$ cat src/rtl/can_fc_pkg.sv
package can_fc_pkg;

  typedef enum logic [1:0] {
    ST_ACTIVE  = 2'b00,
    ST_PASSIVE = 2'b01,
    ST_BUSOFF  = 2'b10,
    ST_HALT    = 2'b11
  } fc_state_e;

  localparam int FL_OVL  = 0;
  localparam int FL_BOFF = 1;
  localparam int FL_PASS = 2;
  localparam int FL_W    = 3;

  // Active or passive outside bus-off and halt.
  function automatic fc_state_e classify(input int tec, input int rec,
                                         input logic force_p, input int lim);
    return (tec >= lim || rec >= lim || force_p) ? ST_PASSIVE : ST_ACTIVE;
  endfunction

  function automatic int add_sat(input int v, input int inc, input int cap);
    return (v + inc > cap) ? cap : v + inc;
  endfunction

  function automatic int dec_floor(input int v);
    return (v > 0) ? v - 1 : 0;
  endfunction

endpackage

$ cat src/rtl/can_fc_counters.sv
module can_fc_counters import can_fc_pkg::*; #(
  parameter int TEC_W      = 9,
  parameter int REC_W      = 8,
  parameter int BUSOFF_LIM = 256,
  parameter int REC_CAP    = 255,
  parameter int TX_INC     = 8
) (
  input  logic             clk,
  input  logic             rst_n,
  input  logic             en,
  input  logic             clr,
  input  logic             tx_err,
  input  logic             rx_err,
  input  logic             frame_ok,
  output logic [TEC_W-1:0] tec_q,
  output logic [REC_W-1:0] rec_q,
  output logic [TEC_W-1:0] tec_n,
  output logic [REC_W-1:0] rec_n
);

  always_comb begin
    tec_n = tec_q;
    rec_n = rec_q;
    if (clr) begin
      tec_n = '0;
      rec_n = '0;
    end else if (en) begin
      if (tx_err)
        tec_n = TEC_W'(add_sat(int'(tec_q), TX_INC, BUSOFF_LIM));
      else if (frame_ok)
        tec_n = TEC_W'(dec_floor(int'(tec_q)));
      if (rx_err)
        rec_n = REC_W'(add_sat(int'(rec_q), 1, REC_CAP));
      else if (frame_ok)
        rec_n = REC_W'(dec_floor(int'(rec_q)));
    end
  end

  always_ff @(posedge clk) begin
    if (!rst_n) begin
      tec_q <= '0;
      rec_q <= '0;
    end else begin
      tec_q <= tec_n;
      rec_q <= rec_n;
    end
  end

endmodule

$ cat src/rtl/can_fc_recovery.sv
module can_fc_recovery #(
  parameter int RUN_LEN = 11,
  parameter int SEQ_LEN = 128
) (
  input  logic clk,
  input  logic rst_n,
  input  logic en,
  input  logic bit_stb,
  input  logic recessive,
  output logic done
);

  localparam int RUN_W = $clog2(RUN_LEN + 1);
  localparam int SEQ_W = $clog2(SEQ_LEN + 1);

  logic [RUN_W-1:0] run_q;
  logic [SEQ_W-1:0] seq_q;
  logic             run_last;
  logic             seq_last;

  assign run_last = (run_q == RUN_W'(RUN_LEN - 1));
  assign seq_last = (seq_q == SEQ_W'(SEQ_LEN - 1));
  assign done     = en && bit_stb && recessive && run_last && seq_last;

  always_ff @(posedge clk) begin
    if (!rst_n || !en) begin
      run_q <= '0;
      seq_q <= '0;
    end else if (bit_stb) begin
      if (!recessive) begin
        run_q <= '0;                       // dominant bit restarts the run only
      end else if (run_last) begin
        run_q <= '0;
        seq_q <= seq_last ? '0 : seq_q + 1'b1;
      end else begin
        run_q <= run_q + 1'b1;
      end
    end
  end

endmodule

$ cat src/rtl/can_fc_flags.sv
module can_fc_flags #(
  parameter int W = 3
) (
  input  logic         clk,
  input  logic         rst_n,
  input  logic [W-1:0] set,
  input  logic         wr_en,
  input  logic [W-1:0] wr_data,
  output logic [W-1:0] flags_q
);

  for (genvar i = 0; i < W; i++) begin : g_flag
    always_ff @(posedge clk) begin
      if (!rst_n)
        flags_q[i] <= 1'b0;
      else if (set[i])
        flags_q[i] <= 1'b1;               // set has priority over clear
      else if (wr_en && wr_data[i])
        flags_q[i] <= 1'b0;
    end
  end

endmodule

$ cat src/rtl/can_fault_flags.sv
module can_fault_flags import can_fc_pkg::*; #(
  parameter int BUSOFF_LIM  = 256,
  parameter int PASSIVE_LIM = 128,
  parameter int REC_CAP     = 255,
  parameter int TX_INC      = 8,
  parameter int RUN_LEN     = 11,
  parameter int SEQ_LEN     = 128,
  parameter int TEC_W       = $clog2(BUSOFF_LIM) + 1,
  parameter int REC_W       = $clog2(REC_CAP + 1)
) (
  input  logic             clk,
  input  logic             rst_n,
  input  logic             bit_stb,
  input  logic             rx_recessive,
  input  logic             tx_err,
  input  logic             rx_err,
  input  logic             frame_ok,
  input  logic             ovl_det,
  input  logic             listen_only,
  input  logic             force_passive,
  input  logic             halt_req,
  input  logic             auto_halt_en,
  input  logic             wr_en,
  input  logic [FL_W-1:0]  wr_data,
  output logic [1:0]       state_o,
  output logic [TEC_W-1:0] tec_o,
  output logic [REC_W-1:0] rec_o,
  output logic [FL_W-1:0]  flags_o,
  output logic             ovl_frame_req
);

  localparam logic [TEC_W-1:0] TEC_LIM = TEC_W'(BUSOFF_LIM);

  fc_state_e        state_q, state_n;
  logic [TEC_W-1:0] tec_n;
  logic [REC_W-1:0] rec_n;
  logic             on_bus, count_en, halt_hold, halt_release;
  logic             rec_done, cnt_clr;
  logic             ev_boff, ev_pass, ev_ovl;
  logic [FL_W-1:0]  ev_set;

  assign on_bus       = (state_q == ST_ACTIVE) || (state_q == ST_PASSIVE);
  assign count_en     = on_bus && !halt_req;
  assign halt_hold    = halt_req || auto_halt_en;
  assign halt_release = (state_q == ST_HALT) && !halt_hold;
  assign cnt_clr      = halt_release || (rec_done && !halt_hold);

  can_fc_counters #(
    .TEC_W(TEC_W), .REC_W(REC_W), .BUSOFF_LIM(BUSOFF_LIM),
    .REC_CAP(REC_CAP), .TX_INC(TX_INC)
  ) u_cnt (
    .clk(clk), .rst_n(rst_n), .en(count_en), .clr(cnt_clr),
    .tx_err(tx_err), .rx_err(rx_err), .frame_ok(frame_ok),
    .tec_q(tec_o), .rec_q(rec_o), .tec_n(tec_n), .rec_n(rec_n)
  );

  can_fc_recovery #(.RUN_LEN(RUN_LEN), .SEQ_LEN(SEQ_LEN)) u_rcv (
    .clk(clk), .rst_n(rst_n), .en(state_q == ST_BUSOFF),
    .bit_stb(bit_stb), .recessive(rx_recessive), .done(rec_done)
  );

  always_comb begin
    state_n = state_q;
    unique case (state_q)
      ST_ACTIVE, ST_PASSIVE: begin
        if (halt_req)             state_n = ST_HALT;
        else if (tec_n >= TEC_LIM) state_n = ST_BUSOFF;
        else state_n = classify(int'(tec_n), int'(rec_n), force_passive, PASSIVE_LIM);
      end
      ST_BUSOFF: begin
        if (halt_hold)     state_n = ST_HALT;
        else if (rec_done) state_n = classify(0, 0, force_passive, PASSIVE_LIM);
      end
      ST_HALT: begin
        if (!halt_hold)    state_n = classify(0, 0, force_passive, PASSIVE_LIM);
      end
      default: state_n = ST_ACTIVE;
    endcase
  end

  always_ff @(posedge clk) begin
    if (!rst_n) state_q <= ST_ACTIVE;
    else        state_q <= state_n;
  end

  // Named events for the flags and the checker.
  assign ev_boff = ((state_n == ST_BUSOFF) && (state_q != ST_BUSOFF))
                || ((state_q == ST_BUSOFF) && (state_n != ST_BUSOFF));
  assign ev_pass = (state_n == ST_PASSIVE) && (state_q != ST_PASSIVE);
  assign ev_ovl  = ovl_det;

  always_comb begin
    ev_set          = '0;
    ev_set[FL_OVL]  = ev_ovl;
    ev_set[FL_BOFF] = ev_boff;
    ev_set[FL_PASS] = ev_pass;
  end

  can_fc_flags #(.W(FL_W)) u_flg (
    .clk(clk), .rst_n(rst_n), .set(ev_set),
    .wr_en(wr_en), .wr_data(wr_data), .flags_q(flags_o)
  );

  assign state_o       = state_q;
  assign ovl_frame_req = ovl_det && !listen_only && on_bus;

endmodule

$ cat config.mk
export PLATFORM = sky130hd
export DESIGN_NAME = can_fault_flags
export DESIGN_NICKNAME = d
export VERILOG_FILES = /design/src/rtl/can_fc_pkg.sv /design/src/rtl/can_fc_counters.sv /design/src/rtl/can_fc_recovery.sv /design/src/rtl/can_fc_flags.sv /design/src/rtl/can_fault_flags.sv
export SDC_FILE = /design/constraint.sdc
export NUM_CORES = 1
export LEC_CHECK = 0
export CAP_MARGIN = 20
export CORE_MARGIN = 4
export CORE_UTILIZATION = 50
export CTS_BUF_LIST = sky130_fd_sc_hd__clkbuf_16
export DETAILED_ROUTE_END_ITERATION = 6
export PLACE_DENSITY = 0.75
export SYNTH_ARGS = -nofsm -noshare
export SYNTH_HDL_FRONTEND = slang
export SYNTH_SLANG_ARGS = --single-unit
$ cat constraint.sdc
create_clock -name clk -period 2.76 [get_ports clk]
set_input_delay 0.552 -clock clk [delete_from_list [all_inputs] [get_ports clk]]
set_output_delay 0.552 -clock clk [all_outputs]
set_load 0.1 [all_outputs]
== Word level (Yosys, flattened, before mapping) ==
Cells that the tools add are included.

* Input bits: 16
* Register bits: 34
* Logic and storage cells: 93

* Reduce and logical (&&, ||, !) cells: 33
* Muxes and demuxes: 29
* Magnitude comparators: 7
* Add/sub/neg operators: 6
* Eq/ne operators: 10

{| class="wikitable"
|+ Operator list
! operator !! count
|-
| 2-to-1 mux 8 bit || 7
|-
| 2-to-1 mux 9 bit || 6
|-
| logical AND 1 bit || 15
|-
| adder 9 x 4 -> 10 bit, second input constant || 1
|-
| > comparator 10 x 9 -> 1 bit, second input constant || 1
|-
| 2-to-1 mux 2 bit || 5
|-
| adder 8 x 1 -> 9 bit, second input constant || 1
|-
| >= comparator 9 x 8 -> 1 bit, second input constant || 1
|-
| >= comparator 9 bit, second input constant || 1
|-
| > comparator 9 x 1 -> 1 bit, second input constant || 1
|-
| > comparator 9 x 8 -> 1 bit, second input constant || 1
|-
| subtractor 9 x 1 -> 9 bit, second input constant || 1
|-
| adder 8 x 1 -> 8 bit, second input constant || 1
|-
| equality test 8 x 7 -> 1 bit, second input constant || 1
|-
| >= comparator 8 bit, second input constant || 1
|-
| > comparator 8 x 1 -> 1 bit, second input constant || 1
|-
| 2-to-1 mux 1 bit || 8
|-
| 2-to-1 mux 4 bit || 2
|-
| subtractor 8 x 1 -> 8 bit, second input constant || 1
|-
| logical OR 1 bit || 7
|-
| equality test 2 bit, second input constant || 3
|-
| one-hot mux 2 bit (3 select lines) || 1
|-
| nonzero test 2 bit || 3
|-
| zero test 1 bit || 5
|-
| other kinds (8) || 10
|}

== Logic depth before layout (Yosys ltp) ==
Gate-level depths: netlist of run 1.

* Word-level depth: 19
* Gate-level depth with buffers: 9
* Mapped depth without buffers: 8

== Cells and area by module ==
A second synthesis of run 1 with hierarchy kept.

* Cell total of the unflattened synthesis: 362
* Area, all modules: 2743.9 um^2

{| class="wikitable"
|+ By module, submodules not included
! module !! area an instance (um^2) !! instances !! cells each
|-
| can_fc_counters || 1810.5 || 1 || 247
|-
| can_fc_recovery || 664.4 || 1 || 81
|-
| can_fault_flags || 163.9 || 1 || 22
|-
| can_fc_flags || 105.1 || 1 || 12
|}

== Least setup slack after synthesis of run 1 ==
No wires, ideal clock.

* Path kind: flip-flop to output port
* Start: reg state_q[1] (netlist: state_o[1])
* End: out ovl_frame_req
* Required time: 2.208 ns
* Data arrival time: 3.033 ns
* Slack: -0.825 ns
* Buffers on the path: 0
* Stages on the path, launching flop included: 2
* Cells stage by stage: dfxtp_1 -> nor3b_1

* Cells in the longest elaborated chain, start to end: 3
* Elaborated cells on any way between the ends: 4

{| class="wikitable"
|+ Ends and longest elaborated chain
! what !! line !! source
|-
| start: declaration || can_fault_flags.sv:34 || <nowiki>fc_state_e state_q, state_n;</nowiki>
|-
| start signal: assignment || can_fault_flags.sv:83 || <nowiki>else state_q <= state_n;</nowiki>
|-
| equality test 2 x 1 -> 1 bit / zero test 2 bit (equally long branches) || can_fault_flags.sv:42 || <nowiki>assign on_bus = (state_q == ST_ACTIVE) || (state_q == ST_PASSIVE);</nowiki>
|-
| logical OR 1 bit * || can_fault_flags.sv:42 ||
|-
| logical AND 1 bit * || can_fault_flags.sv:105 || <nowiki>assign ovl_frame_req = ovl_det && !listen_only && on_bus;</nowiki>
|-
| end: declaration || can_fault_flags.sv:29 || <nowiki>output logic ovl_frame_req</nowiki>
|}

Every way passes the cells marked *; elsewhere a longest branch is shown, timed or not.

== Worst setup path in the final report of run 1 ==
* Start: reg u_cnt.tec_q[3]
* End: reg u_cnt.tec_q[3]

* Cells in the longest elaborated chain, start to end: 6
* Elaborated cells on any way between the ends: 10

{| class="wikitable"
|+ Ends and longest elaborated chain
! what !! line !! source
|-
| start: declaration || can_fc_counters.sv:15 || <nowiki>output logic [TEC_W-1:0] tec_q,</nowiki>
|-
| start signal: assignment || can_fc_counters.sv:44 || <nowiki>tec_q <= tec_n;</nowiki>
|-
| adder 9 x 4 -> 10 bit (tied with other cells) || can_fc_pkg.sv:22 || <nowiki>return (v + inc > cap) ? cap : v + inc;</nowiki>
|-
| > comparator 10 x 9 -> 1 bit / 2-to-1 mux 9 bit (equally long branches) || can_fc_pkg.sv:22, can_fc_pkg.sv:26 ||
|-
| 2-to-1 mux 9 bit (on tied branches) || can_fc_pkg.sv:22, can_fc_counters.sv:30 ||
|-
| 2-to-1 mux 9 bit || can_fc_counters.sv:28 || <nowiki>if (tx_err)</nowiki>
|-
| 2-to-1 mux 9 bit * || can_fc_counters.sv:27 || <nowiki>end else if (en) begin</nowiki>
|-
| 2-to-1 mux 9 bit * || can_fc_counters.sv:24 || <nowiki>if (clr) begin</nowiki>
|}

Marked as above.
A chain may end at the register's enable or synchronous reset.

==> results of run 1 <==
-- flip-flops by register name (all words and copies together), names as in the netlist --
name and cells:
u_cnt.tec_q 9, u_cnt.rec_q 8, u_rcv.seq_q 8, u_flg.flags_q 3, u_rcv.run_q 4, state_o 2
-- worst paths after layout --
path / start / endpoint / slack, ps / cells past startpoint
worst max-delay path: u_cnt.tec_q[3]$_SDFF_PN0_ / u_cnt.tec_q[3]$_SDFF_PN0_ / 310 / 8
worst min-delay path: u_flg.flags_q[2]$_SDFFE_PN0P_ / u_flg.flags_q[2]$_SDFFE_PN0P_ / 490 / 2
worst max register to register: u_cnt.tec_q[3]$_SDFF_PN0_ / u_cnt.tec_q[3]$_SDFF_PN0_ / 310 / 8
worst min register to register: u_flg.flags_q[2]$_SDFFE_PN0P_ / u_flg.flags_q[2]$_SDFFE_PN0P_ / 490 / 2
-- cells by family after synthesis --
group / count (synthesis)
buf+inv: 31
mux: 2
xor+xnor: 11
flops: 34
compound gates: 98
fa+ha+maj: 11
simple gates: 128
-- power by group --
| group | switching (uW) | internal (uW) |
|---|---|---|
| Clock | 209 | 425 |
| Combinational | 329 | 154 |
| Sequential | 47.8 | 515 |
-- per-layer routing --
layer	up-vias	GRT usage	part of all wire
met2	77	0.3081	0.45
met5	-	0	0
met3	6	0.04649	0.073
met4	0	0.05769	0.0083
met1	1109	0.2595	0.47
li1	1218	-	-
-- worst min-delay path, delay by kind of cell (launching register included) --
family           cells  cell delay (ps)
AO/OA/AOI/OAI        1               60
flip-flops           1              310
AND/OR/NAND/NOR      1               70
-- per-stage QoR --
step / utilization / setup slack [ps] / total power [uW]
floorplan: - / 33.09 / 949.3
global placement: 0.5927 / 222.4 / 1049
detailed placement: 0.5927 / 117.4 / 1053
CTS: 0.6282 / 325.6 / 1694
global route: 0.6282 / 126.6 / 1761
finish: 0.6282 / 308.7 / 1680
-- cell usage in the layout, fill, tap and decap left out, types with 7 or more instances in the layout --
cell	n
sky130_fd_sc_hd__nor3_1	10
sky130_fd_sc_hd__xor2_1	7
sky130_fd_sc_hd__inv_1	16
sky130_fd_sc_hd__nand4_1	7
sky130_fd_sc_hd__dfxtp_1	31
sky130_fd_sc_hd__nand2_1	24
sky130_fd_sc_hd__nor2_1	33
sky130_fd_sc_hd__buf_4	27
sky130_fd_sc_hd__o21ai_0	24
sky130_fd_sc_hd__nand3_1	13
sky130_fd_sc_hd__ha_1	11
sky130_fd_sc_hd__a21oi_1	28
sky130_fd_sc_hd__clkdlybuf4s50_1	15
-- cell type report --
cell class | count | share of cell area
clock buffer | 5 | 0.04161
sequential | 34 | 0.2276
clock inverter | 3 | 0.01498
multi-input combinational | 250 | 0.5439
inverter | 16 | 0.01998
timing repair buffer | 43 | 0.1240
tap | 67 | 0.02788
==> impl_summary.log, run 1 <==
INFO  metric synth-seq-area-share = 0.2723
INFO  metric drc_violations_left = 0
INFO  metric worstPathCellList = inv_1, ha_1, nand2b_1, nor4_2, a32oi_1, a311oi_2, nor2_1, a2111oi_2
INFO  metric filler_cell_count = 420
INFO  metric die_outline_area = between 6000 and 7000 um2
INFO  metric ys_types = 63
INFO  metric cts.reportedPaths.clkPinSlew = about 60 ps
INFO  metric synth_mux_area_frac = 0.008008
INFO  metric cp_data_arrival_time = between 2000 and 3000 ps
INFO  metric cts_tree = yes
INFO  metric synth_top_area_share = 0.2723
INFO  metric post-synth-top-area-cell = sky130_fd_sc_hd__dfxtp_1
INFO  metric overflow = 0
INFO  metric status = finished clean
INFO  metric drive_above_1_share = 0.1852
INFO  metric die_w = about 79 um
INFO  metric final.min_clock_period = 2451 ps
INFO  metric layout.cells.non_filler = roughly 420
INFO  metric timing_worst_slew_pin_value = slightly below 500 ps
INFO  metric cp_slowest_stage_delay = between 400 and 500 ps
INFO  metric fraction_of_the_mapped_netlist_area_in_simple_logic_gates = 0.2868
INFO  metric worstPathRequired = just under 3000 ps
INFO  metric period_share = 0.8882
INFO  metric largest_family_of_logic_cells_by_synthesized_area = simple AND/OR/NAND/NOR gates
INFO  metric route.detailed.vias_per_inst = slightly below 6
INFO  metric critical_path.slowest_cell = sky130_fd_sc_hd__a311oi_2
INFO  metric dp_hpwl = around 4300 um
INFO  metric numClockSinks = 34
INFO  metric cp-start-kind = register
INFO  metric timing.clock.skew = 5.772 ps
INFO  metric cts-root-buf = sky130_fd_sc_hd__clkbuf_16
INFO  metric synth_seq_cells = 34
INFO  metric place.gp.congestion = roughly 0.95
INFO  metric drt_pass1_iterations = 4
INFO  metric setup_viol_count_final = 0
INFO  metric finalHoldWorstSlack = 488.5 ps
INFO  metric netlist_top_cells_count = 34 x sky130_fd_sc_hd__dfxtp_1, 33 x sky130_fd_sc_hd__nor2_1, 28 x sky130_fd_sc_hd__a21oi_1
INFO  metric clock.fmax = 407.9 MHz
INFO  metric p_leak = 0.001121 uW
INFO  metric power-per-cell-area = approximately 560 nW/um2
INFO  metric first_pass_grt_wire_length = approximately 10000 um
INFO  metric io_buffers = 38
INFO  metric netlist_instances = ~320
INFO  metric synth_async_sr_flop_share = 0
INFO  metric mappedNetlistArea = ~2500 um2
INFO  metric ios = 39
INFO  metric synth-edff-count = 0
INFO  metric finalNetCount = around 380
INFO  metric critical_path_buf_inv_count = 1
INFO  metric post_synth_fa_ha_maj_area_fraction = 0.05506
INFO  metric aggregate_global_route_resource_usage = 0.1936
INFO  metric initial_core_util = 0.5224
INFO  metric remaining_max_slew_budget_at_the_tightest_pin = 0.6754
INFO  metric yosys_warnings = 0
INFO  metric timing.max_cap.violations = 0
INFO  metric cts_resized = 0
INFO  metric grt_start_max_net_pins = 24
INFO  metric post_synthesis_compound_gate_area_fraction = 0.2638
INFO  metric die_height = 78.71 um
INFO  metric synth.area.top_cells = sky130_fd_sc_hd__dfxtp_1 27%, sky130_fd_sc_hd__a21oi_1 5.6%, sky130_fd_sc_hd__ha_1 5.5%
INFO  metric worst_skew_pair.late_latency = approximately 280 ps
INFO  metric post_synth_xor_area_fraction = 0.03854
INFO  metric post-synth-top-count-cell = sky130_fd_sc_hd__dfxtp_1
INFO  metric wl_per_cell = between 10 and 15 um
INFO  metric area_growth = 20.27%
INFO  metric timing.setup.tns = 0 ps
INFO  metric number_of_antenna_violations_at_the_first_check_in_global_routing = 0
INFO  metric placed_cells_incl_taps = 410
INFO  metric synth_flop_cell = sky130_fd_sc_hd__dfxtp_1
INFO  metric timing_worst_setup_path_type = reg2reg
INFO  metric core-area = 4786 um2
INFO  metric register_area = slightly below 700 um2
INFO  metric cts_hold_buf = 0
INFO  metric placement_rows = 25
INFO  metric vdd_ir_drop_max = between 0.0002 and 0.0003 V
INFO  metric timing.critical_path.fanout_max = 7
INFO  metric initialDrtViolationCount = 195
INFO  metric syn_area_per_cell = between 7 and 8 um2
INFO  metric syn-num-nets = 342
INFO  metric critical-path-top-delay-family = compound AO/OA/AOI/OAI gates
INFO  metric drv_slew = 0
INFO  metric finalWirelength = around 5800 um
INFO  metric h_tree_depth = 2
INFO  metric area_used_by_multi_input_combinational_logic = 1635 um2
INFO  metric unrepaired_setup_endpoints_after_global_routing = no
INFO  metric post-cts-setup-buffers = 0
INFO  metric cts-root-to-sink-buffers = 2
INFO  metric routed-via-count = approximately 2400
INFO  metric first_global_vias = roughly 2200
INFO  metric hold_path.class = reg2reg
INFO  metric report.final.hold_viol_count = 0
INFO  metric ant_nets = 0
INFO  metric critical_path.endpoint_type = register
INFO  metric cts-buffers-inserted = 5
INFO  metric final_cell_area = roughly 3000 um2
INFO  metric placement.cell_area = 2836 um2
INFO  metric num_antenna_cells = 0
(Power assumes the default switching activity.)
==> run 2, diff against run 1 <==
CORE_MARGIN = unset   (was 4)
==> impl_summary.log, run 2 (synthesis gave the netlist of run 1 again) <==
INFO  metric critical_path.slowest_cell = sky130_fd_sc_hd__a311oi_2 (unchanged)
INFO  metric cts-root-buf = sky130_fd_sc_hd__clkbuf_16 (unchanged)
INFO  metric cts_tree = yes (unchanged)
INFO  metric routed-via-count = 2461 (was 2410)
INFO  metric sequential_cell_fraction_of_total_power = 0.355 (was 0.335)
INFO  metric remaining_max_slew_budget_at_the_tightest_pin = 0.6645 (was 0.6754)
INFO  metric cp-start-kind = register (unchanged)
INFO  metric timing.max_cap.violations = 0 (unchanged)
INFO  metric timing.setup.tns = 0 ps (unchanged)
INFO  metric timing.clock.skew = 6.259 ps (was 5.772 ps)
INFO  metric finalWirelength = 5912 um (was 5777 um)
INFO  metric route.detailed.vias_per_inst = 5.832 (was 5.766)
INFO  metric sw_frac_of_total = 0.3656 (was 0.3488)
INFO  metric die_w = 72.71 um (was 78.71 um)
INFO  metric power-per-cell-area = 524.4 nW/um2 (was 558.8 nW/um2)
INFO  metric power.total = 1575 uW (was 1680 uW)
INFO  metric placement.cell_area = 2867 um2 (was 2836 um2)
INFO  metric io_buffers = 38 (unchanged)
INFO  metric unrepaired_setup_endpoints_after_global_routing = no (unchanged)
INFO  metric largest_register_ffs = 9 (unchanged)
INFO  metric layout.cells.most_common_list = 33 x sky130_fd_sc_hd__nor2_1, 31 x sky130_fd_sc_hd__buf_4, 31 x sky130_fd_sc_hd__dfxtp_1 (was 33 x sky130_fd_sc_hd__nor2_1, 31 x sky130_fd_sc_hd__dfxtp_1, 28 x sky130_fd_sc_hd__a21oi_1)
INFO  metric largestRegisters = u_cnt.tec_q x9, u_cnt.rec_q x8, u_rcv.seq_q x8 (unchanged)
INFO  metric placement_rows = 25 (unchanged)
INFO  metric cts_resized = 0 (unchanged)
INFO  metric ios = 39 (unchanged)
INFO  metric cts_hold_buf = 0 (unchanged)
INFO  metric ant_nets = 0 (unchanged)
INFO  metric timing.critical_path.fanout_max = 7 (unchanged)
INFO  metric final_cell_area = 3004 um2 (was 3007 um2)
INFO  metric report.final.hold_viol_count = 0 (unchanged)
INFO  metric num_antenna_cells = 0 (unchanged)
INFO  metric timing_worst_setup_path_type = reg2reg (unchanged)
INFO  metric dp_hpwl = 4267 um (was 4293 um)
INFO  metric cp_slowest_stage_delay = 500 ps (was 480 ps)
INFO  metric vdd_ir_drop_max = 0.0002732 V (was 0.0002878 V)
INFO  metric clock.fmax = 404.9 MHz (was 407.9 MHz)
INFO  metric p_leak = 0.001138 uW (was 0.001121 uW)
INFO  metric cts-root-to-sink-buffers = 2 (unchanged)
INFO  metric initialDrtViolationCount = 216 (was 195)
INFO  metric finalHoldWorstSlack = 481.0 ps (was 488.5 ps)
INFO  metric grt_start_max_net_pins = 24 (unchanged)
INFO  metric drc_violations_left = 0 (unchanged)
INFO  metric area_used_by_multi_input_combinational_logic = 1635 um2 (unchanged)
INFO  metric number_of_antenna_violations_at_the_first_check_in_global_routing = 0 (unchanged)
INFO  metric die_outline_area = 5287 um2 (was 6195 um2)
INFO  metric initial_core_util = 0.5258 (was 0.5224)
INFO  metric first_pass_grt_wire_length = 9770 um (was 9963 um)
INFO  metric period_share = 0.8948 (was 0.8882)
INFO  metric wl_per_cell = 14.01 um (was 13.82 um)
INFO  metric numClockSinks = 34 (unchanged)
INFO  metric h_tree_depth = 2 (unchanged)
INFO  metric worstReg2RegStart = u_cnt.tec_q[3]$_SDFF_PN0_ (unchanged)
INFO  metric die_height = 72.71 um (was 78.71 um)
INFO  metric cp_data_arrival_time = 2630 ps (was 2620 ps)
INFO  metric worstPathCellList = inv_1, ha_1, nand2b_1, nor4_2, a32oi_1, a311oi_2, nor2_1, a2111oi_2 (unchanged)
INFO  metric worstPathRequired = 2920 ps (was 2930 ps)
INFO  metric status = finished clean (unchanged)
INFO  metric hold_path.class = reg2reg (unchanged)
INFO  metric power.switching = 575.9 uW (was 586.0 uW)
INFO  metric setup_viol_count_final = 0 (unchanged)
INFO  metric area_growth = 20.17% (was 20.27%)
INFO  metric cts-buffers-inserted = 5 (unchanged)
INFO  metric finalNetCount = 381 (was 377)
INFO  metric part_of_the_power_in_the_clock_network = 0.332 (was 0.377)
INFO  metric cell_internal_pwr = 999.4 uW (was 1094 uW)
INFO  metric regMostFlops = u_cnt.tec_q (unchanged)
INFO  metric drive_above_1_share = 0.1887 (was 0.1852)
INFO  metric layout.cells.most_common = sky130_fd_sc_hd__nor2_1 (unchanged)
INFO  metric cts.reportedPaths.clkPinSlew = 50 ps (was 60 ps)
INFO  metric register_area = 684.4 um2 (unchanged)
INFO  metric drt_pass1_iterations = 5 (was 4)
INFO  metric post-cts-setup-buffers = 0 (unchanged)
INFO  metric filler_cell_count = 437 (was 420)
INFO  metric min_from = u_flg.flags_q[2]$_SDFFE_PN0P_ (unchanged)
INFO  metric overflow = 0 (unchanged)
INFO  metric aggregate_global_route_resource_usage = 0.2336 (was 0.1936)
INFO  metric p_comb_frac = 0.313 (was 0.288)
INFO  metric first_global_vias = 2107 (was 2201)
INFO  metric timing_worst_slew_pin_value = 502.6 ps (was 486.2 ps)
INFO  metric critical_path.endpoint_type = register (unchanged)
INFO  metric cp-startpoint = u_cnt.tec_q[3]$_SDFF_PN0_ (unchanged)
INFO  metric drv_slew = 0 (unchanged)
INFO  metric final.min_clock_period = 2470 ps (was 2451 ps)
INFO  metric core-area = 4755 um2 (was 4786 um2)
INFO  metric worst_skew_pair.late_latency = 280 ps (about the same)
INFO  metric place.gp.congestion = 0.8916 (was 0.9461)
==> run 2: worst max-delay path, delay by kind of cell (launching register included) <==
kind,cells,cell delay [ps]
DFF,1,390
buffers and inverters,1,140
AOI/OAI and AO/OA,3,1010
adders and majority gates,1,320
and+or+nand+nor,3,510
==> run 2: final timing paths <==
check,to,slack [ps],cells past startpoint
min reg2reg,u_flg.flags_q[2]$_SDFFE_PN0P_,480,2
max,u_cnt.tec_q[3]$_SDFF_PN0_,290,8
min,u_flg.flags_q[2]$_SDFFE_PN0P_,480,2
max reg2reg,u_cnt.tec_q[3]$_SDFF_PN0_,290,8
==> run 2: layer usage <==
layer / vias up / track usage / share of wire
li1: 1232 / - / -
met1: 1146 / 0.3178 / 0.48
met2: 76 / 0.3718 / 0.45
met3: 7 / 0.04834 / 0.059
met4: 0 / 0.06972 / 0.011
met5: - / 0 / 0
==> run 2: metrics by stage <==
stage	cells	setup WS (ps)	utilization
6_report	422	290.4	0.6318
5_1_grt	422	151.6	0.6318
4_1_cts	422	296.1	0.6318
3_5_place_dp	414	190.9	0.6029
3_3_place_gp	414	224.3	0.6029
2_1_floorplan	315	33.09	-
==> run 2: cell type report <==
class	instances	share of cell area
clock buffer	5	0.04165
clock inverter	3	0.004165
inverter	16	0.01999
multi-input combinational	250	0.5444
sequential	34	0.2278
tap	67	0.02791
timing repair buffer	47	0.1341
==> run 2: power by group through the flow <==
stage	clock network [uW]	logic, uW	registers [uW]
after detailed placement	0	489	570
after CTS	537	491	560
final	523	493	560
after floorplan	0	234	716
after global placement	0	484	569
after global routing	557	526	565
==> run 3, diff against run 2 <==
clock period = 3.1 ns   (was 2.76 ns; I/O delays follow)
==> impl_summary.log, run 3 (synthesis gave the netlist of run 1 again) <==
INFO  metric ant_nets = 0 (unchanged)
INFO  metric core-area = 4755 um2 (unchanged)
INFO  metric cts-buffers-inserted = 5 (unchanged)
INFO  metric die_height = 72.71 um (unchanged)
INFO  metric timing.setup.tns = 0 ps (unchanged)
INFO  metric placed_cells_incl_taps = 409 (was 414)
INFO  metric timing.clock.skew = 5.575 ps (was 6.259 ps)
INFO  metric numClockSinks = 34 (unchanged)
INFO  metric io_buffers = 38 (unchanged)
INFO  metric register_area = 680.7 um2 (was 684.4 um2)
INFO  metric status = finished clean (unchanged)
INFO  metric drv_slew = 0 (unchanged)
INFO  metric clock.fmax = 371.3 MHz (was 404.9 MHz)
INFO  metric worstPathRequired = 3270 ps (was 2920 ps)
INFO  metric drc_violations_left = 0 (unchanged)
INFO  metric die_outline_area = 5287 um2 (unchanged)
INFO  metric area_used_by_multi_input_combinational_logic = 1635 um2 (unchanged)
INFO  metric m1_wl = 2857 um (was 2829 um)
INFO  metric timing.max_cap.violations = 0 (unchanged)
INFO  metric area_growth = 20.27% (was 20.17%)
INFO  metric period_share = 0.8687 (was 0.8948)
INFO  metric top_signal_layer_used = met4 (unchanged)
INFO  metric met2_wirelength = 2601 um (was 2666 um)
INFO  metric cts-root-buf = sky130_fd_sc_hd__clkbuf_16 (unchanged)
INFO  metric cp_data_arrival_time = 2870 ps (was 2630 ps)
INFO  metric worstPathCellList = inv_1, ha_1, nand2b_1, nor4_2, a32oi_1, a311oi_2, nor2_1, a2111oi_2 (unchanged)
INFO  metric regMostFlops = u_cnt.tec_q (unchanged)
INFO  metric p_leak = 0.001130 uW (was 0.001138 uW)
INFO  metric met3RoutedLength = 354 um (was 351 um)
INFO  metric aggregate_global_route_resource_usage = 0.2349 (was 0.2336)
INFO  metric worst_skew_pair.late_latency = 280 ps (about the same)
INFO  metric h_tree_depth = 2 (unchanged)
INFO  metric first_global_vias = 2124 (was 2107)
INFO  metric routed-via-count = 2406 (was 2461)
INFO  metric route.detailed.vias_per_inst = 5.770 (was 5.832)
INFO  metric layout.cells.non_filler = 417 (was 422)
INFO  metric hold_path.class = reg2reg (unchanged)
INFO  metric drive_above_1_share = 0.1743 (was 0.1887)
INFO  metric timing_worst_setup_path_type = reg2reg (unchanged)
INFO  metric cts_tree = yes (unchanged)
INFO  metric post-cts-setup-buffers = 0 (unchanged)
INFO  metric dp_hpwl = 4216 um (was 4267 um)
INFO  metric timing.critical_path.fanout_max = 7 (unchanged)
INFO  metric final.min_clock_period = 2693 ps (was 2470 ps)
INFO  metric cts-root-to-sink-buffers = 2 (unchanged)
INFO  metric cts.reportedPaths.clkPinSlew = 60 ps (was 50 ps)
INFO  metric largest_register_ffs = 9 (unchanged)
INFO  metric critical_path.endpoint_type = register (unchanged)
INFO  metric unrepaired_setup_endpoints_after_global_routing = no (unchanged)
INFO  metric power-per-cell-area = 526.2 nW/um2 (was 524.4 nW/um2)
INFO  metric largestRegisters = u_cnt.tec_q x9, u_cnt.rec_q x8, u_rcv.seq_q x8 (unchanged)
INFO  metric initialDrtViolationCount = 216 (unchanged)
INFO  metric grt_start_max_net_pins = 24 (unchanged)
INFO  metric report.final.hold_viol_count = 0 (unchanged)
INFO  metric place.gp.congestion = 0.8666 (was 0.8916)
INFO  metric num_antenna_cells = 0 (unchanged)
INFO  metric cp_slowest_stage_delay = 520 ps (was 500 ps)
INFO  metric placement_rows = 25 (unchanged)
INFO  metric wl_per_cell = 14.10 um (was 14.01 um)
INFO  metric ios = 39 (unchanged)
INFO  metric layout.cells.most_common = sky130_fd_sc_hd__dfxtp_1 (was sky130_fd_sc_hd__nor2_1)
INFO  metric finalWirelength = 5879 um (was 5912 um)
INFO  metric die_w = 72.71 um (unchanged)
INFO  metric setup_viol_count_final = 0 (unchanged)
INFO  metric critical_path.slowest_cell = sky130_fd_sc_hd__a311oi_2 (unchanged)
INFO  metric cts_resized = 0 (unchanged)
INFO  metric cts_hold_buf = 0 (unchanged)
INFO  metric drt_pass1_iterations = 5 (unchanged)
INFO  metric timing_worst_slew_pin_value = 519.2 ps (was 502.6 ps)
INFO  metric number_of_antenna_violations_at_the_first_check_in_global_routing = 0 (unchanged)
INFO  metric cp-start-kind = register (unchanged)
INFO  metric vdd_ir_drop_max = 0.0002800 V (was 0.0002732 V)
INFO  metric finalNetCount = 376 (was 381)
INFO  metric first_pass_grt_wire_length = 9922 um (was 9770 um)
INFO  metric filler_cell_count = 427 (was 437)
INFO  metric remaining_max_slew_budget_at_the_tightest_pin = 0.6538 (was 0.6645)
INFO  metric initial_core_util = 0.5258 (unchanged)
INFO  metric overflow = 0 (unchanged)
INFO  metric layout.cells.most_common_list = 34 x sky130_fd_sc_hd__dfxtp_1, 33 x sky130_fd_sc_hd__nor2_1, 28 x sky130_fd_sc_hd__a21oi_1 (was 33 x sky130_fd_sc_hd__nor2_1, 31 x sky130_fd_sc_hd__buf_4, 31 x sky130_fd_sc_hd__dfxtp_1)
==> run 3: cell count changes in the layout (fill, tap and decap cells not counted) <==
cell                        delta
sky130_fd_sc_hd__bufinv_16     +2
sky130_fd_sc_hd__inv_1         -1
sky130_fd_sc_hd__clkinv_2      -1
sky130_fd_sc_hd__buf_4         -4
sky130_fd_sc_hd__clkinv_1      -1
sky130_fd_sc_hd__clkinv_4      +1
sky130_fd_sc_hd__dfxtp_2       -3
sky130_fd_sc_hd__dfxtp_1       +3
sky130_fd_sc_hd__buf_12        -1
==> run 3: area by class of cell <==
type                       instances  area share
sequential                        34      0.2264
timing repair buffer              42      0.1174
tap                               67     0.02788
multi-input combinational        250      0.5439
clock inverter                     3     0.02289
clock buffer                       5     0.04161
inverter                          16     0.01998
==> run 3: report_power, final <==
group | leakage [uW] | switching [uW] | total (uW) | internal [uW]
sequential | 0.000277 | 42.6 | 500 | 458
clock | 0.0000940 | 193 | 654 | 462
combinational | 0.000759 | 294 | 427 | 133
==> run 3: path summary, 6_finish.rpt <==
check | slack, ps | startpoint | to | cells past startpoint
setup / recovery | 410 | u_cnt.tec_q[3]$_SDFF_PN0_ | u_cnt.tec_q[3]$_SDFF_PN0_ | 8
hold / removal | 490 | u_rcv.run_q[3]$_SDFFE_PP0P_ | u_rcv.run_q[3]$_SDFFE_PP0P_ | 2
setup reg to reg | 410 | u_cnt.tec_q[3]$_SDFF_PN0_ | u_cnt.tec_q[3]$_SDFF_PN0_ | 8
hold reg to reg | 490 | u_rcv.run_q[3]$_SDFFE_PP0P_ | u_rcv.run_q[3]$_SDFFE_PP0P_ | 2
==> run 3: critical path, delay by kind of cell (launching register included) <==
| family | cells | cell delay, ps |
|---|---|---|
| buf+inv | 1 | 190 |
| fa+ha+maj | 1 | 350 |
| compound gates | 3 | 1040 |
| simple gates | 3 | 530 |
| flops | 1 | 470 |
==> run 3: metal layers <==
| metal | vias to the layer above | GRT usage |
|---|---|---|
| met2 | 80 | 0.3707 |
| met4 | 0 | 0.06100 |
| met5 | - | 0 |
| met3 | 8 | 0.03867 |
| li1 | 1217 | - |
| met1 | 1101 | 0.3322 |
==> run 3: through the flow <==
| step | hold WS [ps] | util | total power [uW] | area [um2] | worst slack [ps] |
|---|---|---|---|---|---|
| 2_1_floorplan | 458.0 | - | 844.5 | 2505 | 65.24 |
| 3_3_place_gp | 475.6 | 0.5916 | 928.3 | 2813 | 479.8 |
| 3_5_place_dp | 483.7 | 0.5916 | 932.8 | 2813 | 431.5 |
| 4_1_cts | 495.5 | 0.6324 | 1588 | 3007 | 447.3 |
| 5_1_grt | 520.7 | 0.6324 | 1647 | 3007 | 310.1 |
| 6_report | 494.1 | 0.6324 | 1582 | 3007 | 407.0 |
